$ cat src/rtl/asid_vcache_pkg.sv
`timescale 1ns/1ps
package asid_vcache_pkg;
   typedef enum logic [2:0] {
      ST_IDLE  = 3'd0,
      ST_LOOK  = 3'd1,
      ST_WXL   = 3'd2,
      ST_MREQ  = 3'd3,
      ST_MWAIT = 3'd4,
      ST_INV   = 3'd5
   } vc_state_t;
endpackage

$ cat src/rtl/asid_vcache_store.sv
`timescale 1ns/1ps
module asid_vcache_store #(
   parameter int LINES  = 16,
   parameter int TAG_W  = 26,
   parameter int ASID_W = 8,
   parameter int DATA_W = 32,
   localparam int IDX_W = $clog2(LINES)
) (
   input  logic              clk,
   input  logic              rst_n,
   input  logic [IDX_W-1:0]  rd_idx,
   output logic              rd_valid,
   output logic [TAG_W-1:0]  rd_tag,
   output logic [ASID_W-1:0] rd_asid,
   output logic [DATA_W-1:0] rd_data,
   input  logic              wr_en,
   input  logic [IDX_W-1:0]  wr_idx,
   input  logic [TAG_W-1:0]  wr_tag,
   input  logic [ASID_W-1:0] wr_asid,
   input  logic [DATA_W-1:0] wr_data,
   input  logic              clr_en,
   input  logic [IDX_W-1:0]  clr_idx
);
   logic [LINES-1:0]             valid_v;
   logic [LINES-1:0][TAG_W-1:0]  tag_v;
   logic [LINES-1:0][ASID_W-1:0] asid_v;
   logic [LINES-1:0][DATA_W-1:0] data_v;

   for (genvar g = 0; g < LINES; g++) begin : g_line
      logic              valid_q;
      logic [TAG_W-1:0]  tag_q;
      logic [ASID_W-1:0] asid_q;
      logic [DATA_W-1:0] data_q;
      logic              sel_wr;
      logic              sel_clr;

      assign sel_wr  = wr_en  && (wr_idx  == IDX_W'(g));
      assign sel_clr = clr_en && (clr_idx == IDX_W'(g));

      always_ff @(posedge clk or negedge rst_n) begin
         if (!rst_n) begin
            valid_q <= 1'b0;
         end else if (sel_clr) begin
            valid_q <= 1'b0;
         end else if (sel_wr) begin
            valid_q <= 1'b1;
         end
      end

      always_ff @(posedge clk) begin
         if (sel_wr) begin
            tag_q  <= wr_tag;
            asid_q <= wr_asid;
            data_q <= wr_data;
         end
      end

      assign valid_v[g] = valid_q;
      assign tag_v[g]   = tag_q;
      assign asid_v[g]  = asid_q;
      assign data_v[g]  = data_q;
   end

   assign rd_valid = valid_v[rd_idx];
   assign rd_tag   = tag_v[rd_idx];
   assign rd_asid  = asid_v[rd_idx];
   assign rd_data  = data_v[rd_idx];
endmodule

$ cat src/rtl/asid_vcache_match.sv
`timescale 1ns/1ps
module asid_vcache_match #(
   parameter int TAG_W       = 26,
   parameter int ASID_W      = 8,
   parameter int SHARED_ASID = 255,
   parameter bit SHARED_EN   = 1'b1
) (
   input  logic              line_valid,
   input  logic [TAG_W-1:0]  line_tag,
   input  logic [ASID_W-1:0] line_asid,
   input  logic [TAG_W-1:0]  look_tag,
   input  logic [ASID_W-1:0] look_asid,
   output logic              hit
);
   logic tag_ok;
   logic asid_ok;

   assign tag_ok = (line_tag == look_tag);

   if (SHARED_EN) begin : g_shared
      assign asid_ok = (line_asid == look_asid) ||
                       (line_asid == ASID_W'(SHARED_ASID));
   end else begin : g_private
      assign asid_ok = (line_asid == look_asid);
   end

   assign hit = line_valid && tag_ok && asid_ok;
endmodule

$ cat src/rtl/asid_vcache_ctrl.sv
`timescale 1ns/1ps
module asid_vcache_ctrl
   import asid_vcache_pkg::*;
#(
   parameter int VA_W   = 32,
   parameter int PA_W   = 32,
   parameter int DATA_W = 32,
   parameter int LINES  = 16,
   parameter int ASID_W = 8,
   parameter int DROP_W = 2,
   localparam int IDX_W    = $clog2(LINES),
   localparam int OFF_W    = $clog2(DATA_W / 8),
   localparam int TAG_W    = VA_W - IDX_W - OFF_W,
   localparam int DROP_MAX = (1 << DROP_W) - 1
) (
   input  logic              clk,
   input  logic              rst_n,
   input  logic [ASID_W-1:0] cur_asid,
   input  logic              inv_start,
   output logic              busy,
   output logic              inv_walk,
   input  logic              req_valid,
   output logic              req_ready,
   input  logic [VA_W-1:0]   req_vaddr,
   output logic              resp_valid,
   output logic [DATA_W-1:0] resp_data,
   output logic              xlat_req_valid,
   output logic [VA_W-1:0]   xlat_req_vaddr,
   input  logic              xlat_rsp_valid,
   input  logic [PA_W-1:0]   xlat_rsp_paddr,
   output logic              mem_req_valid,
   input  logic              mem_req_ready,
   output logic [PA_W-1:0]   mem_req_addr,
   input  logic              mem_rsp_valid,
   input  logic [DATA_W-1:0] mem_rsp_data,
   input  logic              look_hit,
   input  logic [DATA_W-1:0] look_data,
   output logic [IDX_W-1:0]  look_idx,
   output logic [TAG_W-1:0]  look_tag,
   output logic [ASID_W-1:0] look_asid,
   output logic              fill_en,
   output logic              clr_en,
   output logic [IDX_W-1:0]  clr_idx
);
   vc_state_t         st_q;
   logic [VA_W-1:0]   vaddr_q;
   logic [ASID_W-1:0] asid_q;
   logic [PA_W-1:0]   paddr_q;
   logic [IDX_W-1:0]  walk_q;
   logic [DROP_W-1:0] drop_q;
   logic              inv_pend_q;
   logic              accept;
   logic              drop_inc;
   logic              drop_dec;

   assign req_ready = (st_q == ST_IDLE) && !inv_pend_q && !inv_start &&
                      (drop_q != DROP_W'(DROP_MAX));
   assign accept    = req_valid && req_ready;
   assign drop_inc  = (st_q == ST_LOOK) && look_hit;
   assign drop_dec  = xlat_rsp_valid && (drop_q != '0);

   always_ff @(posedge clk or negedge rst_n) begin
      if (!rst_n) begin
         st_q       <= ST_IDLE;
         vaddr_q    <= '0;
         asid_q     <= '0;
         paddr_q    <= '0;
         walk_q     <= '0;
         drop_q     <= '0;
         inv_pend_q <= 1'b0;
      end else begin
         inv_pend_q <= (st_q == ST_IDLE) ? 1'b0 : (inv_pend_q | inv_start);
         case ({drop_inc, drop_dec})
            2'b10:   drop_q <= drop_q + 1'b1;
            2'b01:   drop_q <= drop_q - 1'b1;
            default: drop_q <= drop_q;
         endcase
         case (st_q)
            ST_IDLE: begin
               if (inv_start || inv_pend_q) begin
                  st_q   <= ST_INV;
                  walk_q <= '0;
               end else if (accept) begin
                  st_q    <= ST_LOOK;
                  vaddr_q <= req_vaddr;
                  asid_q  <= cur_asid;
               end
            end
            ST_LOOK:  st_q <= look_hit ? ST_IDLE : ST_WXL;
            ST_WXL: begin
               if (xlat_rsp_valid && (drop_q == '0)) begin
                  paddr_q <= xlat_rsp_paddr;
                  st_q    <= ST_MREQ;
               end
            end
            ST_MREQ:  if (mem_req_ready) st_q <= ST_MWAIT;
            ST_MWAIT: if (mem_rsp_valid) st_q <= ST_IDLE;
            ST_INV: begin
               walk_q <= walk_q + 1'b1;
               if (walk_q == IDX_W'(LINES - 1)) st_q <= ST_IDLE;
            end
            default:  st_q <= ST_IDLE;
         endcase
      end
   end

   assign look_idx       = vaddr_q[OFF_W +: IDX_W];
   assign look_tag       = vaddr_q[VA_W-1 -: TAG_W];
   assign look_asid      = asid_q;
   assign xlat_req_valid = (st_q == ST_LOOK);
   assign xlat_req_vaddr = vaddr_q;
   assign mem_req_valid  = (st_q == ST_MREQ);
   assign mem_req_addr   = paddr_q;
   assign fill_en        = (st_q == ST_MWAIT) && mem_rsp_valid;
   assign resp_valid     = drop_inc || fill_en;
   assign resp_data      = fill_en ? mem_rsp_data : look_data;
   assign clr_en         = (st_q == ST_INV);
   assign clr_idx        = walk_q;
   assign inv_walk       = (st_q == ST_INV);
   assign busy           = (st_q == ST_INV) || inv_pend_q;
endmodule

$ cat src/rtl/asid_vcache.sv
`timescale 1ns/1ps
module asid_vcache #(
   parameter int VA_W        = 32,
   parameter int PA_W        = 32,
   parameter int DATA_W      = 32,
   parameter int LINES       = 16,
   parameter int ASID_W      = 8,
   parameter int SHARED_ASID = 255,
   parameter bit SHARED_EN   = 1'b1,
   parameter int DROP_W      = 2
) (
   input  logic              clk,
   input  logic              rst_n,
   input  logic              asid_wr,
   input  logic [ASID_W-1:0] asid_wdata,
   input  logic              inv_start,
   output logic              busy,
   input  logic              req_valid,
   output logic              req_ready,
   input  logic [VA_W-1:0]   req_vaddr,
   output logic              resp_valid,
   output logic [DATA_W-1:0] resp_data,
   output logic              xlat_req_valid,
   output logic [VA_W-1:0]   xlat_req_vaddr,
   input  logic              xlat_rsp_valid,
   input  logic [PA_W-1:0]   xlat_rsp_paddr,
   output logic              mem_req_valid,
   input  logic              mem_req_ready,
   output logic [PA_W-1:0]   mem_req_addr,
   input  logic              mem_rsp_valid,
   input  logic [DATA_W-1:0] mem_rsp_data
);
   localparam int IDX_W = $clog2(LINES);
   localparam int OFF_W = $clog2(DATA_W / 8);
   localparam int TAG_W = VA_W - IDX_W - OFF_W;

   if (LINES < 2 || (LINES & (LINES - 1)) != 0) begin : g_bad_lines
      $error("asid_vcache: LINES must be a power of two of at least 2");
   end
   if (DATA_W < 8 || (DATA_W & (DATA_W - 1)) != 0) begin : g_bad_data
      $error("asid_vcache: DATA_W must be a power-of-two number of bytes");
   end
   if (SHARED_ASID < 0 || SHARED_ASID >= (1 << ASID_W)) begin : g_bad_shared
      $error("asid_vcache: SHARED_ASID does not fit in ASID_W bits");
   end
   if (TAG_W < 1 || DROP_W < 1) begin : g_bad_misc
      $error("asid_vcache: address too narrow or DROP_W zero");
   end

   logic [ASID_W-1:0] cur_asid_q;
   logic              inv_walk;
   logic              look_hit;
   logic [IDX_W-1:0]  look_idx;
   logic [TAG_W-1:0]  look_tag;
   logic [ASID_W-1:0] look_asid;
   logic              fill_en;
   logic              clr_en;
   logic [IDX_W-1:0]  clr_idx;
   logic              line_valid;
   logic [TAG_W-1:0]  line_tag;
   logic [ASID_W-1:0] line_asid;
   logic [DATA_W-1:0] line_data;

   always_ff @(posedge clk or negedge rst_n) begin
      if (!rst_n) cur_asid_q <= '0;
      else if (asid_wr) cur_asid_q <= asid_wdata;
   end

   asid_vcache_ctrl #(
      .VA_W(VA_W), .PA_W(PA_W), .DATA_W(DATA_W), .LINES(LINES),
      .ASID_W(ASID_W), .DROP_W(DROP_W)
   ) ctrl_i (
      .clk(clk), .rst_n(rst_n), .cur_asid(cur_asid_q),
      .inv_start(inv_start), .busy(busy), .inv_walk(inv_walk),
      .req_valid(req_valid), .req_ready(req_ready), .req_vaddr(req_vaddr),
      .resp_valid(resp_valid), .resp_data(resp_data),
      .xlat_req_valid(xlat_req_valid), .xlat_req_vaddr(xlat_req_vaddr),
      .xlat_rsp_valid(xlat_rsp_valid), .xlat_rsp_paddr(xlat_rsp_paddr),
      .mem_req_valid(mem_req_valid), .mem_req_ready(mem_req_ready),
      .mem_req_addr(mem_req_addr), .mem_rsp_valid(mem_rsp_valid),
      .mem_rsp_data(mem_rsp_data), .look_hit(look_hit), .look_data(line_data),
      .look_idx(look_idx), .look_tag(look_tag), .look_asid(look_asid),
      .fill_en(fill_en), .clr_en(clr_en), .clr_idx(clr_idx)
   );

   asid_vcache_store #(
      .LINES(LINES), .TAG_W(TAG_W), .ASID_W(ASID_W), .DATA_W(DATA_W)
   ) store_i (
      .clk(clk), .rst_n(rst_n), .rd_idx(look_idx),
      .rd_valid(line_valid), .rd_tag(line_tag), .rd_asid(line_asid),
      .rd_data(line_data), .wr_en(fill_en), .wr_idx(look_idx),
      .wr_tag(look_tag), .wr_asid(look_asid), .wr_data(mem_rsp_data),
      .clr_en(clr_en), .clr_idx(clr_idx)
   );

   asid_vcache_match #(
      .TAG_W(TAG_W), .ASID_W(ASID_W), .SHARED_ASID(SHARED_ASID),
      .SHARED_EN(SHARED_EN)
   ) match_i (
      .line_valid(line_valid), .line_tag(line_tag), .line_asid(line_asid),
      .look_tag(look_tag), .look_asid(look_asid), .hit(look_hit)
   );
endmodule

$ cat config.mk
export PLATFORM = sky130hd
export DESIGN_NAME = asid_vcache
export DESIGN_NICKNAME = d
export VERILOG_FILES = /design/src/rtl/asid_vcache_pkg.sv /design/src/rtl/asid_vcache_store.sv /design/src/rtl/asid_vcache_match.sv /design/src/rtl/asid_vcache_ctrl.sv /design/src/rtl/asid_vcache.sv
export SDC_FILE = /design/constraint.sdc
export NUM_CORES = 1
export LEC_CHECK = 0
export BUFFER_PORTS_ARGS = -buffer_cell sky130_fd_sc_hd__buf_2
export CAP_MARGIN = 5
export CORE_AREA = 2 2 395 397
export DETAILED_ROUTE_END_ITERATION = 7
export DIE_AREA = 0 0 397 399
export GPL_TIMING_DRIVEN = 0
export PLACE_DENSITY = 0.53
export SKIP_CTS_REPAIR_TIMING = 1
export SYNTH_ARGS = -nofsm -noshare
export SYNTH_HDL_FRONTEND = slang
export SYNTH_SLANG_ARGS = --single-unit
$ cat constraint.sdc
create_clock -name clk -period 11.26 [get_ports clk]
set_clock_uncertainty 0.1 [all_clocks]
set_input_delay 1.126 -clock clk [delete_from_list [all_inputs] [get_ports clk]]
set_output_delay 1.126 -clock clk [all_outputs]
set_load 0.005 [all_outputs]
After elaboration in Yosys (flattened, before gate mapping)
Index checks and enable logic that the tools add are counted. W data, S select, Z words.

Flip-flop bits (word level): 1162. Word-level logic and storage cells: 253. Output and inout bits: 101.

$add $sub $neg: 3. Bitwise logic cells: 2. Magnitude comparators: 1. Reductions and logical operators: 75. Equal/unequal tests: 47. Multiplexer cells: 53.

Operators with widths (count): $bmux W32 S4 (1); $bmux W26 S4 (1); $eq A4 B4 Y1 const B (16); $mux W32 (2); $logic_and A1 B1 Y1 (42); $reduce_bool A2 Y1 (19); $mux W1 (34); $bmux W8 S4 (1); $eq A4 B3 Y1 const B (8); $eq A26 B26 Y1 (1); $mux W26 (1); $mux W3 (6); $pmux W3 S6 (1); $eq A4 B2 Y1 const B (4); $eq A4 B1 Y1 const B (2); $eq A8 B8 Y1 (1); $eq A8 B8 Y1 const B (1); $logic_not A4 Y1 (2); $mux W8 (1); $ne A2 B2 Y1 const B (4); $pmux W4 S2 (1); $eq A3 B2 Y1 const B (2); $eq A3 B3 Y1 const B (2); $lt A4 B5 Y1 const B (1); 21 further kinds (27).

Logic depth before layout (Yosys ltp)
Depth after elaboration: 8. Mapped depth: 17. Depth with buffers taken out: 12.

Cells and area by module
From an unflattened synthesis, not the netlist that was laid out.

Cells, all modules: 2043. Area total of the unflattened synthesis: 45038.2 um^2.

By module, submodules not included: asid_vcache_store (instances 1, cells each 1685, area each 40182.3 um^2); asid_vcache_ctrl (instances 1, cells each 292, area each 4135.2 um^2); asid_vcache_match (instances 1, cells each 49, area each 389.1 um^2); asid_vcache (instances 1, cells each 17, area each 331.6 um^2).

Worst setup path before layout
Ideal clock, no wire load.

Kind: input to register. From: in mem_rsp_valid. To: reg store_i.g_line[0].asid_q[0], enable pin. Cell stages on the path: 4. Required time: 10.587 ns. Arrival time: 6.413 ns. Slack: 4.174 ns. Cell sequence: nor4bb_1 clkbuf_1 nand2_1 nor3_1.

Cells in the longest elaborated chain, start to end: 2.

RTL lines: from (decl) (line asid_vcache.sv:30) `input logic mem_rsp_valid,`; $logic_and A1 B1 Y1 (line asid_vcache_ctrl.sv:114) `assign fill_en = (st_q == ST_MWAIT) && mem_rsp_valid;`; $logic_and A1 B1 Y1 (line asid_vcache_store.sv:37) `assign sel_wr = wr_en && (wr_idx == IDX_W'(g));`; via store_i.g_line[0].sel_wr (line asid_vcache_store.sv:34) `logic sel_wr;`; to (signal assigned) (line asid_vcache_store.sv:53) `asid_q <= wr_asid;`; to (decl) (line asid_vcache_store.sv:32) `logic [ASID_W-1:0] asid_q;`.

The timed path passes the listed nets, and every way through them passes these cells. A chain may end at the register's enable or synchronous reset.

Worst setup path in the final report
From: reg ctrl_i.vaddr_q[2], in the netlist ctrl_i.xlat_req_vaddr[2]. To: out resp_valid.

Cells in the longest elaborated chain, start to end: 7. Elaborated cells between the ends (all ways): 14. Classes of those cells: eq/ne (3); mux (6); reduce/logical (5).

RTL lines: from (decl) (line asid_vcache_ctrl.sv:46) `logic [VA_W-1:0] vaddr_q;`; from (signal assigned) (line asid_vcache_ctrl.sv:85) `vaddr_q <= req_vaddr;`; $bmux W26 S4 or $bmux W8 S4 (tied branches) (line asid_vcache_store.sv:65, asid_vcache_store.sv:66); $mux W26 (not written as such) or $mux W8 (tied branches) (line asid_vcache_store.sv:65, asid_vcache_store.sv:66); $eq A26 B26 Y1 (tied with other cells) (line asid_vcache_match.sv:18) `assign tag_ok = (line_tag == look_tag);`; $logic_and A1 B1 Y1 or $logic_or A1 B1 Y1 (tied branches) (line asid_vcache_match.sv:27, asid_vcache_match.sv:21); $logic_and A1 B1 Y1 (*) (line asid_vcache_match.sv:27) `assign hit = line_valid && tag_ok && asid_ok;`; $logic_and A1 B1 Y1 (*) (line asid_vcache_ctrl.sv:59) `assign drop_inc = (st_q == ST_LOOK) && look_hit;`; $logic_or A1 B1 Y1 (*) (line asid_vcache_ctrl.sv:115) `assign resp_valid = drop_inc || fill_en;`; to (decl) (line asid_vcache.sv:21) `output logic resp_valid,`.

Every way passes the cells marked *; elsewhere a longest branch is shown, timed or not. The select of a mux whose other input is x is not followed.

==> reports/results.txt <==
largest net degree at the start of global routing: 64
P_leak: 18.55 nW
Slew HR: 0.1205
Final TNS setup: 0 ns
PortBufs: 211
post-synth top area cell: edfxtp_1
reg2reg start: ctrl_i.xlat_req_vaddr[5]
Area after DPL: 51190 sq um
first-pass GRT wire length: 185.8 mm
Switching Fraction: 0.3230
Final Power: 0.01383 W
Syn Area/Cell: 20.57 sq um
worst-path maximum fanout: 10
Pint: 0.009362 W
crit start category: register
vias in the first global route: 24690
switching pwr: 0.004467 W
Synth area leaders: edfxtp_1 (69%), mux4_2 (13%), dfrtp_1 (5.8%)
HP Class: in2async
Crit. path cell count: 12
I/O Pins: 213
clock share of power: 0.301
H-tree Lvls: 4
CP peak stage delay: 0.64 ns
cell family with most CP delay: buffers and inverters
YS warnings: 0
r2r worst-path depth: 11
CP bufs+invs: 6
Die Ht: 399 microns
total iterations of the first detailed-routing run: 5
minimum clock period: 6.846 ns
remaining global-route overflow: 0
Layout Cells excl Fill: 4824
ys async rst share: 0.09122
root buf cell: clkbuf_16
clock latency on the worst-skew pair: 0.76 ns
R2R setup slack: 5.72 ns
post-synthesis cell type count: 73
Seq/Total Area, Yosys: 0.7471
area grow syn2layout: 20.39%
via/cell ratio: 5.044
total wire length: 131.8 mm
reg2reg end: store_i.g_line[11].data_q[9]
Avg WL per Cell: 27.33 microns
placed insts: 4581
setup violators final: 0
hpwl dp: 85.65 mm
Global Route Usage Sum: 0.1655
Die ar.: 158400 sq um
EDFF count, synth: 1056
CP Data Required Time: 10.03 ns
Synth Flop Type: edfxtp_1
Crit Path Category: reg2out
Nets: 2787
Starting Density: 0.2993
Slew Limit Fails: 0
Critical Path Most Common Cell: buf_2
Netlist Area Pre-Place: 46000 sq um
Slowest cell on crit path: nor3_1
fin area: 55380 sq um
MaxCap Viol Count: 0
final worst-path cycle share: 0.6080
Core ar.: 153700 sq um
gp weighted congestion: 0.8142
row cnt: 144
final antenna-violating net count: 0
DR iter-0 viols: 2411
CTS tree: yes
critical path endpoint category: output pin
CTS buffer count: 131
status: complete, no violations
Comb power frac: 0.291
DRC errors left: 0
Clock Tree Buf Depth: 3
Clk pin slew, worst setup/hold paths: 0.05 ns
final hold vios: 0
initial antenna violation count: 9
Mapped Cells: 2236
Worst-Margin Slew: 1.319 ns
post-synth net total: 2353
Synth Register Bits: 1162
worst-path cell chain: buf_6 > buf_4 > buf_2 > buf_2 > buf_2 > o22ai_1 > nor3_1 > a31oi_1 > nor3_1 > nor4b_2 > a21o_1 > buf_2
PwrDens: 249.7 nW/um^2
Crit path arrival time: 5.62 ns
Die W: 397 microns
Clock Sinks: 1162
Synth top area share: 0.6894
layout cells sized above 1: 0.3411
VDD IR max: 0.1896 mV
Seq pwr share: 0.409
Vias: 24330
FMAX: 0.1461 GHz
RSZ-0062 raised after global routing: no
## logic make-up after synthesis
logic type | synth area share
XOR/XNOR | 0.007997
buffers and inverters | 0.01480
adder cells (fa/ha/maj) | 0.001360
AND/OR/NAND/NOR | 0.02764
flip-flops | 0.7471
AO/OA/AOI/OAI | 0.02244
multiplexers | 0.1787
## flip-flops by register name, indices dropped and copies added (netlist names)
name,count
ctrl_i.clr_idx,4
store_i.g_line.asid_q,128
ctrl_i.st_q,3
ctrl_i.drop_q,2
cur_asid_q,8
ctrl_i.look_asid,8
store_i.g_line.tag_q,416
ctrl_i.xlat_req_vaddr,32
ctrl_i.inv_pend_q,1
store_i.g_line.data_q,512
ctrl_i.mem_req_addr,32
store_i.g_line.valid_q,16
## layout make-up
type	instances	area, sq um
fill	14220	98310
sequential	1162	34360
multi-input combinational	951	11060
clock buffer	164	3508
tap	2044	2557
timing repair buffer	301	2526
clock inverter	78	671.9
buffer	110	634.4
inverter	13	48.80
antenna	1	2.502
## placed cells by master, fill, tap and decap left out, drive strengths merged, types with 5 or more instances in the layout
cell type     n
edfxtp     1056
buf         391
mux4        263
clkbuf      184
nand2       141
mux2i       121
dfrtp       106
mux2         95
clkinv       57
nor2         47
a21oi        35
a22oi        34
xnor2        30
inv          20
o21ai        17
nand3        15
nor3         15
o22ai        12
xor2         12
nor2b         8
nor4          8
bufinv        8
and3          7
a22o          6
nand4         6
clkinvlp      6
nand2b        5
and2          5
a21o          5
ha            5
a221oi        5
## cell usage after synthesis (10+ instances only)
cell type,number
xor2_1,12
buf_2,51
buf_1,15
nor2_1,46
o21ai_0,16
mux2i_1,120
buf_4,10
nand2_1,141
o22ai_1,12
clkbuf_1,20
a21oi_1,35
dfrtp_1,106
mux4_2,260
edfxtp_1,1056
nor3_1,15
mux2_2,95
a22oi_1,33
buf_6,12
inv_1,11
xnor2_1,30
nand3_1,15
## worst max path at each step
stage                                  start                           end
floorplan                      mem_rsp_valid   store_i.g_line[0].asid_q[0]
CTS                 ctrl_i.xlat_req_vaddr[2]                    resp_valid
detailed placement  ctrl_i.xlat_req_vaddr[2]                    resp_valid
global placement               mem_rsp_valid  store_i.g_line[2].data_q[10]
finish              ctrl_i.xlat_req_vaddr[2]                    resp_valid
global route        ctrl_i.xlat_req_vaddr[2]                    resp_valid
## worst reg2reg max path: stages (launching register included)
cell,delay (ns)
dfrtp_1,0.55
buf_2,0.27
buf_4,0.27
buf_4,0.34
buf_2,0.42
buf_2,0.43
buf_1,0.79
nand2_1,0.48
nor2_4,0.79
buf_12,0.30
buf_12,0.24
buf_12,0.23
## per-stage QoR
step                hold slack, ns  utilization  setup WS [ns]
finish                      0.2260       0.3603          4.414
global route                0.2327       0.3603          4.371
CTS                         0.1907       0.3603          4.379
detailed placement          0.3874       0.3331          5.203
global placement            0.3857       0.3228         -5.187
floorplan                   0.3767            -          4.174
## power by group through the flow
stage	clock network [W]	logic (W)	registers (W)
after floorplan	0	0.00249	0.00556
after global placement	0	0.00401	0.00576
after detailed placement	0	0.00407	0.00575
after CTS	0.00427	0.00408	0.00566
after global routing	0.00443	0.00427	0.00571
final	0.00416	0.00402	0.00565
## per-layer routing
layer	global-route usage	routed length, microns	up-vias
met5	0	0	-
met4	0.04970	3207	0
met3	0.03400	9885	191
met2	0.2604	61450	1044
met1	0.2308	57280	13000
li1	-	-	10090
No activity file was read; power rests on OpenSTA's default activity.
